`config.mk`:
```
export PLATFORM = sky130hd
export DESIGN_NAME = dram_refresh_seq
export DESIGN_NICKNAME = d
export VERILOG_FILES = /design/src/rtl/rfs_pkg.sv /design/src/rtl/rfs_tick_gen.sv /design/src/rtl/rfs_debt_ctr.sv /design/src/rtl/rfs_row_ctr.sv /design/src/rtl/dram_refresh_seq.sv
export SDC_FILE = /design/constraint.sdc
export NUM_CORES = 1
export LEC_CHECK = 0
export CAP_MARGIN = 0
export CORE_ASPECT_RATIO = 1.2
export CORE_MARGIN = 10
export CORE_UTILIZATION = 58
export CTS_CLUSTER_SIZE = 24
export DETAILED_ROUTE_END_ITERATION = 6
export PLACE_DENSITY = 0.79
export SKIP_CTS_REPAIR_TIMING = 1
export SLEW_MARGIN = 20
export SYNTH_ARGS = -nofsm -noshare
export SYNTH_HDL_FRONTEND = slang
export SYNTH_SLANG_ARGS = --single-unit
```
`constraint.sdc`:
```
create_clock -name clk -period 3.5 [get_ports clk]
set_input_delay 1.05 -clock clk [delete_from_list [all_inputs] [get_ports clk]]
set_output_delay 1.05 -clock clk [all_outputs]
set_load 0.05 [all_outputs]
```
`src/rtl/rfs_pkg.sv`:
```
package rfs_pkg;

    typedef enum logic [2:0] {
        ST_PAUSE = 3'd0,
        ST_IDLE  = 3'd1,
        ST_CSR   = 3'd2,
        ST_HOLD  = 3'd3,
        ST_RAS   = 3'd4,
        ST_PRE   = 3'd5
    } rfs_state_e;

    // Round a duration in ns up to whole clock cycles, never below one.
    function automatic int ns_to_cyc(input int ns, input int mhz);
        int c;
        c = (ns * mhz + 999) / 1000;
        if (c < 1) c = 1;
        return c;
    endfunction

    function automatic int max2(input int a, input int b);
        return (a > b) ? a : b;
    endfunction

endpackage

```
`src/rtl/rfs_tick_gen.sv`:
```
module rfs_tick_gen #(
    parameter int PERIOD = 1950
) (
    input  logic clk,
    input  logic rst_n,
    input  logic en,
    output logic tick
);
    localparam int CW = $clog2(PERIOD + 1);

    logic [CW-1:0] cnt;
    logic          last;

    assign last = (cnt == CW'(PERIOD - 1));
    assign tick = en && last;

    always_ff @(posedge clk or negedge rst_n) begin
        if (!rst_n)      cnt <= '0;
        else if (!en)    cnt <= '0;
        else if (last)   cnt <= '0;
        else             cnt <= cnt + 1'b1;
    end
endmodule

```
`src/rtl/rfs_debt_ctr.sv`:
```
module rfs_debt_ctr #(
    parameter int MAX_OWED = 8,
    localparam int OW = $clog2(MAX_OWED + 1)
) (
    input  logic          clk,
    input  logic          rst_n,
    input  logic          tick,
    input  logic          take,
    output logic [OW-1:0] owed,
    output logic          ovf_now,
    output logic          err_q
);
    assign ovf_now = tick && !take && (owed == OW'(MAX_OWED));

    always_ff @(posedge clk or negedge rst_n) begin
        if (!rst_n) begin
            owed  <= '0;
            err_q <= 1'b0;
        end else begin
            err_q <= ovf_now;
            if (ovf_now)             owed <= '0;
            else if (tick && !take)  owed <= owed + 1'b1;
            else if (take && !tick)  owed <= owed - 1'b1;
        end
    end
endmodule

```
`src/rtl/rfs_row_ctr.sv`:
```
module rfs_row_ctr #(
    parameter int ROW_W = 10
) (
    input  logic             clk,
    input  logic             rst_n,
    input  logic             inc,
    output logic [ROW_W-1:0] row
);
    always_ff @(posedge clk or negedge rst_n) begin
        if (!rst_n)   row <= '0;
        else if (inc) row <= row + 1'b1;
    end
endmodule

```
`src/rtl/dram_refresh_seq.sv`:
```
module dram_refresh_seq
    import rfs_pkg::*;
#(
    parameter int CLK_MHZ  = 125,
    parameter int PAUSE_NS = 200000,
    parameter int REF_NS   = 15600,
    parameter int TCSR_NS  = 10,
    parameter int TCHR_NS  = 10,
    parameter int TRAS_NS  = 60,
    parameter int TRP_NS   = 40,
    parameter int WAKE_CNT = 8,
    parameter int MAX_OWED = 8,
    parameter int ROW_W    = 10
) (
    input  logic             clk,
    input  logic             rst_n,
    input  logic             row_mode,
    input  logic             ref_gnt,
    output logic             ref_req,
    output logic             ref_active,
    output logic             init_done,
    output logic             backlog_err,
    output logic             ras_n,
    output logic             cas_n,
    output logic [ROW_W-1:0] row_addr,
    output logic             row_addr_en
);
    localparam int PAUSE_CYC = ns_to_cyc(PAUSE_NS, CLK_MHZ);
    localparam int REF_CYC   = ns_to_cyc(REF_NS, CLK_MHZ);
    localparam int TCSR_CYC  = ns_to_cyc(TCSR_NS, CLK_MHZ);
    localparam int TCHR_CYC  = ns_to_cyc(TCHR_NS, CLK_MHZ);
    localparam int TRAS_CYC  = max2(ns_to_cyc(TRAS_NS, CLK_MHZ), TCHR_CYC + 1);
    localparam int TRP_CYC   = ns_to_cyc(TRP_NS, CLK_MHZ);
    localparam int RASB_CYC  = TRAS_CYC - TCHR_CYC;
    localparam int TMR_MAX   = max2(max2(PAUSE_CYC, TRAS_CYC),
                                    max2(TRP_CYC, max2(TCSR_CYC, TCHR_CYC)));
    localparam int TMR_W     = $clog2(TMR_MAX + 1);
    localparam int WAKE_W    = $clog2(WAKE_CNT + 1);
    localparam int OWE_W     = $clog2(MAX_OWED + 1);

    rfs_state_e        state, nxt_state;
    logic [TMR_W-1:0]  tmr, nxt_tmr;
    logic [WAKE_W-1:0] wake_left;
    logic              boot, init_q, cyc_ro, cyc_wake;
    logic [OWE_W-1:0]  owed;
    logic              tick, ovf, tmr_zero;
    logic              start_norm, start_wake, start, wake_step, row_inc;

    // ---------------- sub-blocks ----------------
    rfs_tick_gen #(.PERIOD(REF_CYC)) u_tick (
        .clk(clk), .rst_n(rst_n), .en(init_q), .tick(tick)
    );

    rfs_debt_ctr #(.MAX_OWED(MAX_OWED)) u_debt (
        .clk(clk), .rst_n(rst_n), .tick(tick), .take(start_norm),
        .owed(owed), .ovf_now(ovf), .err_q(backlog_err)
    );

    rfs_row_ctr #(.ROW_W(ROW_W)) u_row (
        .clk(clk), .rst_n(rst_n), .inc(row_inc), .row(row_addr)
    );

    // ---------------- decisions ----------------
    assign tmr_zero   = (tmr == '0);
    assign start_wake = (state == ST_IDLE) && (wake_left != '0) && (boot || ref_gnt);
    assign start_norm = (state == ST_IDLE) && (wake_left == '0) && (owed != '0) && ref_gnt;
    assign start      = start_wake || start_norm;
    assign wake_step  = (state == ST_PRE) && tmr_zero && cyc_wake;
    assign row_inc    = (state == ST_RAS) && tmr_zero && cyc_ro;

    // ---------------- state register ----------------
    always_ff @(posedge clk or negedge rst_n) begin
        if (!rst_n) begin
            state     <= ST_PAUSE;
            tmr       <= TMR_W'(PAUSE_CYC - 1);
            wake_left <= WAKE_W'(WAKE_CNT);
            boot      <= 1'b1;
            init_q    <= 1'b0;
            cyc_ro    <= 1'b0;
            cyc_wake  <= 1'b0;
        end else begin
            state <= nxt_state;
            tmr   <= nxt_tmr;
            if (start) begin
                cyc_ro   <= row_mode;
                cyc_wake <= (wake_left != '0);
            end
            if (ovf) begin
                wake_left <= WAKE_W'(WAKE_CNT);
                init_q    <= 1'b0;
            end else if (wake_step) begin
                wake_left <= wake_left - 1'b1;
                if (wake_left == WAKE_W'(1)) begin
                    init_q <= 1'b1;
                    boot   <= 1'b0;
                end
            end
        end
    end

    // ---------------- next state ----------------
    always_comb begin
        nxt_state = state;
        nxt_tmr   = tmr_zero ? tmr : tmr - 1'b1;
        unique case (state)
            ST_PAUSE: begin
                if (tmr_zero) nxt_state = ST_IDLE;
            end
            ST_IDLE: begin
                if (start) begin
                    if (row_mode) begin
                        nxt_state = ST_RAS;
                        nxt_tmr   = TMR_W'(TRAS_CYC - 1);
                    end else begin
                        nxt_state = ST_CSR;
                        nxt_tmr   = TMR_W'(TCSR_CYC - 1);
                    end
                end
            end
            ST_CSR: begin
                if (tmr_zero) begin
                    nxt_state = ST_HOLD;
                    nxt_tmr   = TMR_W'(TCHR_CYC - 1);
                end
            end
            ST_HOLD: begin
                if (tmr_zero) begin
                    nxt_state = ST_RAS;
                    nxt_tmr   = TMR_W'(RASB_CYC - 1);
                end
            end
            ST_RAS: begin
                if (tmr_zero) begin
                    nxt_state = ST_PRE;
                    nxt_tmr   = TMR_W'(TRP_CYC - 1);
                end
            end
            ST_PRE: begin
                if (tmr_zero) nxt_state = ST_IDLE;
            end
            default: nxt_state = ST_IDLE;
        endcase
    end

    // ---------------- outputs ----------------
    always_comb begin
        ras_n       = !((state == ST_HOLD) || (state == ST_RAS));
        cas_n       = !((state == ST_CSR) || (state == ST_HOLD));
        ref_active  = (state == ST_CSR) || (state == ST_HOLD) ||
                      (state == ST_RAS) || (state == ST_PRE);
        row_addr_en = (state == ST_RAS) && cyc_ro;
        ref_req     = (state == ST_IDLE) &&
                      (((wake_left == '0) && (owed != '0)) ||
                       ((wake_left != '0) && !boot));
        init_done   = init_q;
    end
endmodule

```
Word-level counts from Yosys, hierarchy flattened. Index checks and enable logic that the tools add are counted.

Flip-flop bits (word level): 52.

Eq/ne operators: 13. Multiplexer cells: 24. $add $sub $neg: 6. Reductions and logical operators: 41. Bitwise operators: 1.

Operators with widths (number): 2-to-1 mux 15 bit (5); case mux 15 bit (4 select lines) (1); 2-to-1 mux 11 bit (2); 2-to-1 mux 3 bit (7); 2-to-1 mux 4 bit (5); logical AND 1 bit (17); logical NOT 15 bit (1); case mux 3 bit (5 select lines) (1); subtractor 15 x 1 -> 15 bit (second input constant) (1); adder 11 x 1 -> 11 bit (second input constant) (1); equality test 11 bit (second input constant) (1); adder 10 x 1 -> 10 bit (second input constant) (1); != test 2 bit (second input constant) (4); nonzero test 4 bit (2); subtractor 4 x 1 -> 4 bit (second input constant) (2); logical OR 1 bit (7); equality test 3 x 2 -> 1 bit (second input constant) (2); equality test 3 bit (second input constant) (2); logical NOT 1 bit (5); AND reduction 5 bit (1); adder 4 x 1 -> 4 bit (second input constant) (1); equality test 4 x 1 -> 1 bit (second input constant) (1); equality test 4 bit (second input constant) (1); logical NOT 4 bit (1); other kinds (10) (13).

Longest topological paths before layout.
Depth in word-level cells: 9. Mapped depth: 13. Gate-level depth less buffers: 13.

By module. Synthesis repeated with hierarchy kept, for this count alone.

Cell total of the unflattened synthesis: 300. Area, all modules: 2967.8 um^2.

Modules (own cells, without submodules): dram_refresh_seq (area each 1639.1 um^2, cells each 175, times used 1); rfs_tick_gen (area each 565.5 um^2, cells each 56, times used 1); rfs_row_ctr (area each 434.2 um^2, cells each 35, times used 1); rfs_debt_ctr (area each 329.1 um^2, cells each 34, times used 1).

Worst setup path before layout. OpenSTA, ideal clock, no wires.

Path type: flip-flop to output port. From: register state[0]. To: output row_addr_en. Slack: 159 ps. Data arrival time: 2291 ps. Data required time: 2450 ps. Cell stages (with the launch flop): 3. Path through: dfrtp_1 > buf_2 > nor4_1.

Longest elaborated chain between the ends: 2.

Ends and longest elaborated chain: start: declaration (line dram_refresh_seq.sv:41) `rfs_state_e state, nxt_state;`; start signal: assignment (line dram_refresh_seq.sv:82) `state <= nxt_state;`; equality test 3 bit (line dram_refresh_seq.sv:151) `row_addr_en = (state == ST_RAS) && cyc_ro;`; logical AND 1 bit (line dram_refresh_seq.sv:151); end: declaration (line dram_refresh_seq.sv:26) `output logic row_addr_en`.

Every way passes these cells.

Worst setup path after layout.
From: register state[1]. To: output ras_n.

Longest elaborated chain between the ends: 3. Elaborated cells between the ends (all ways): 4. Those cells by class: eq/ne (2); reduce/logical (2).

Ends and longest elaborated chain: equality test 3 x 2 -> 1 bit / equality test 3 bit (equally long branches) (line dram_refresh_seq.sv:147) `ras_n = !((state == ST_HOLD) || (state == ST_RAS));`; logical OR 1 bit (*) (line dram_refresh_seq.sv:147); logical NOT 1 bit (*) (line dram_refresh_seq.sv:147); end: declaration (line dram_refresh_seq.sv:23) `output logic ras_n,`.

Mark *: on every way between the ends. The rest lies on a longest branch, timed or not.

==> reports/summary.md <==
* Clock transition at path regs: 0.10 ns
* biggest area contributors in the synthesized netlist: sky130_fd_sc_hd__dfrtp_1, sky130_fd_sc_hd__dfstp_2, sky130_fd_sc_hd__ha_1
* multi-input logic area: 1400 sq um
* routed length on met3: 207 um
* worst path arrival time: 2.06 ns
* FP Rows: 27
* Finished Cell Area: 3170 sq um
* total gr overflow: 0
* post-synthesis instance total: 286
* Top Layer Used: met4
* Top FF cell, synth: sky130_fd_sc_hd__dfrtp_1
* die width: 83.9 um
* number of nets in the layout: 327
* pin count of the biggest net entering global routing: 53
* Max Freq: 0.322 GHz
* register-to-register setup slack: 0.48 ns
* via density per instance: 5.55
* clock tree root buffer cell: sky130_fd_sc_hd__clkbuf_8
* met1 routed wirelength after detailed routing: 2340 um
* floorplan die height: 96.6 um
* CTS tree: built
* global router's overall resource usage: 0.129
* RSZ-0062 raised after global routing: no
* initial standard-cell utilization of the core: 0.609
* cell total after placement: 359
* proportion of layout cells with a drive suffix above 1: 0.136
* vias in the first global route: 2054
* status: completed
* synthesized cell area: 2840 sq um
* Yosys top cell by area: sky130_fd_sc_hd__dfrtp_1
* max_slew headroom: 0.646
* largest clock skew in the final design: 0.00995 ns
* number of setup violations in the final report: 0
* DRC errors left: 0
* Worst Setup Path Type: reg -> out
* remaining antenna violation count after routing: 0
* number of max-cap violations: 0
* Syn Nets: 305
* synthesis warning total: 0
* DR WL met2: 2460 um
* Final Hold Violating Endpoints: 0
* highest-count cells in the layout ignoring fill and taps: sky130_fd_sc_hd__nor2_1, sky130_fd_sc_hd__dfrtp_1, sky130_fd_sc_hd__xnor2_1, sky130_fd_sc_hd__clkdlybuf4s50_1, sky130_fd_sc_hd__nand2_1
* drt pass-1 iters: 4
* buffers from clock root to sink, at most: 2
* area of placed instances: 3080 sq um
* number of top-level design ports: 21
* Tightest Pin Transition: 0.528 ns
* count of H-tree levels built during CTS: 2
* Antenna diodes: 0
* Distinct cells, synth: 50
* per-cell routed wire length: 13.9 um
* Max VDD drop: 0.000283 V
* Synth async-reset ratio: 1.00
* core area: 4660 sq um
* post-route fraction of the period consumed by the critical path: 0.888
* shortest period the worst path allows: 3.11 ns
* dpl hpwl: 3760 um
* post-synthesis register bit count: 52
* global placement routability congestion: 0.795
* part of the Yosys area used for sequential elements: 0.463
* fin cells: 367
* cell area power density: 588 nW/um^2
* kind of capture point of the worst setup path: primary output
* Setup crit start kind: register
* final wirelength: 5080 um
* static leakage: 1.37 nW
* layout filler cell count: 374
* min-delay worst type: reg -> reg
* iteration-0 DRC count of the detailed router: 79
* Post-synth EDFFs: 0
* Clock Latency Late Sink: 0.31 ns
* top cell type's share of synthesized area: 0.370
* TritonCTS Buffers: 5
* total count of max-transition violations in the final report: 0
* number of input and output port buffers inserted: 20
* Clock Sinks: 52
* maximum fanout encountered on the critical timing path: 11
* antenna violations before repair: 0
* overall via count from detail_route: 2036
* global-route wire length before repair: 9070 um
* Die Outline Area: 8100 sq um
* average size of a mapped cell: 9.93 sq um
* WP data required: 2.45 ns
* leading cell type in the layout, fill and taps excluded: sky130_fd_sc_hd__nor2_1
* cell count of the worst reg-to-reg path: 11
* area growth from synthesis to layout: 11.7%
* cell depth of the worst min-delay path: 2
* final total negative setup slack: 0 ns
* Register Area: 1310 sq um
[registers in the layout, indices dropped and copies added, names as in the netlist]
register	cells
cyc_wake	1
u_tick.cnt	11
wake_left	4
cyc_ro	1
u_row.row	10
state	3
u_debt.owed	4
init_done	1
boot	1
tmr	15
u_debt.err_q	1
[worst paths after layout]
| path | startpoint | end |
|---|---|---|
| hold reg to reg | tmr[14] | tmr[14] |
| setup reg to reg | wake_left[0] | u_debt.owed[3] |
| hold / removal | tmr[14] | tmr[14] |
| max in group asynchronous | rst_n | boot |
| min in group asynchronous | rst_n | state[2] |
| setup / recovery | state[1] | ras_n |
[final cells by class]
class,count,share of cell area
clock inverter,2,0.00513
sequential,52,0.414
multi-input combinational,210,0.442
timing repair buffer,25,0.0758
tap,58,0.0229
inverter,14,0.0166
clock buffer,6,0.0229
[worst max-delay path, stage by stage, from the launching register on]
cell                              delay (ns)
sky130_fd_sc_hd__dfrtp_1                0.51
sky130_fd_sc_hd__nor2b_1                0.20
sky130_fd_sc_hd__a21oi_1                0.20
sky130_fd_sc_hd__clkdlybuf4s50_1        0.84
[Yosys cell counts (4+ instances only)]
cell                       count
sky130_fd_sc_hd__a21oi_1       8
sky130_fd_sc_hd__nand2b_1      4
sky130_fd_sc_hd__nor4_1        5
sky130_fd_sc_hd__o21ai_0       6
sky130_fd_sc_hd__nand4_1       7
sky130_fd_sc_hd__inv_1        14
sky130_fd_sc_hd__nor2_1       45
sky130_fd_sc_hd__nand2_1      16
sky130_fd_sc_hd__dfstp_2      10
sky130_fd_sc_hd__xor2_1       14
sky130_fd_sc_hd__nor3_1       13
sky130_fd_sc_hd__xnor2_1      17
sky130_fd_sc_hd__ha_1         14
sky130_fd_sc_hd__nand3_1      12
sky130_fd_sc_hd__dfrtp_1      42
[cell families (layout without fill, tap and decap cells)]
kind of cell	count (synthesis)	after routing	synth area share
XOR/XNOR	31	31	0.0956
flip-flops	52	52	0.463
buffers and inverters	24	47	0.0432
AO/OA/AOI/OAI	31	31	0.0740
AND/OR/NAND/NOR	130	130	0.244
adder cells (fa/ha/maj)	15	15	0.0688
multiplexers	3	3	0.0115
[per-layer routing]
metal | vias to the layer above | global-route usage
met5 | - | 0
met4 | 0 | 0.0462
li1 | 1026 | -
met3 | 8 | 0.0360
met1 | 977 | 0.158
met2 | 25 | 0.211
[metrics by stage]
step                      setup slack [ns]  utilization  hold slack, ns  total power [mW]
after floorplan                      0.159            -           0.433              1.35
after global placement               0.178        0.661           0.456              1.51
after detailed placement             0.103        0.661           0.452              1.54
after CTS                            0.374        0.680           0.467              1.89
after global routing                 0.262        0.680           0.486              2.00
final                                0.391        0.680           0.469              1.86
[power breakdown]
group          leakage [nW]  switching [mW]  internal [mW]
clock network        0.0414           0.202          0.143
logic                 0.677           0.390          0.286
registers             0.648           0.114          0.730
total                  1.37           0.705           1.16
No activity file was read; power rests on OpenSTA's default activity.
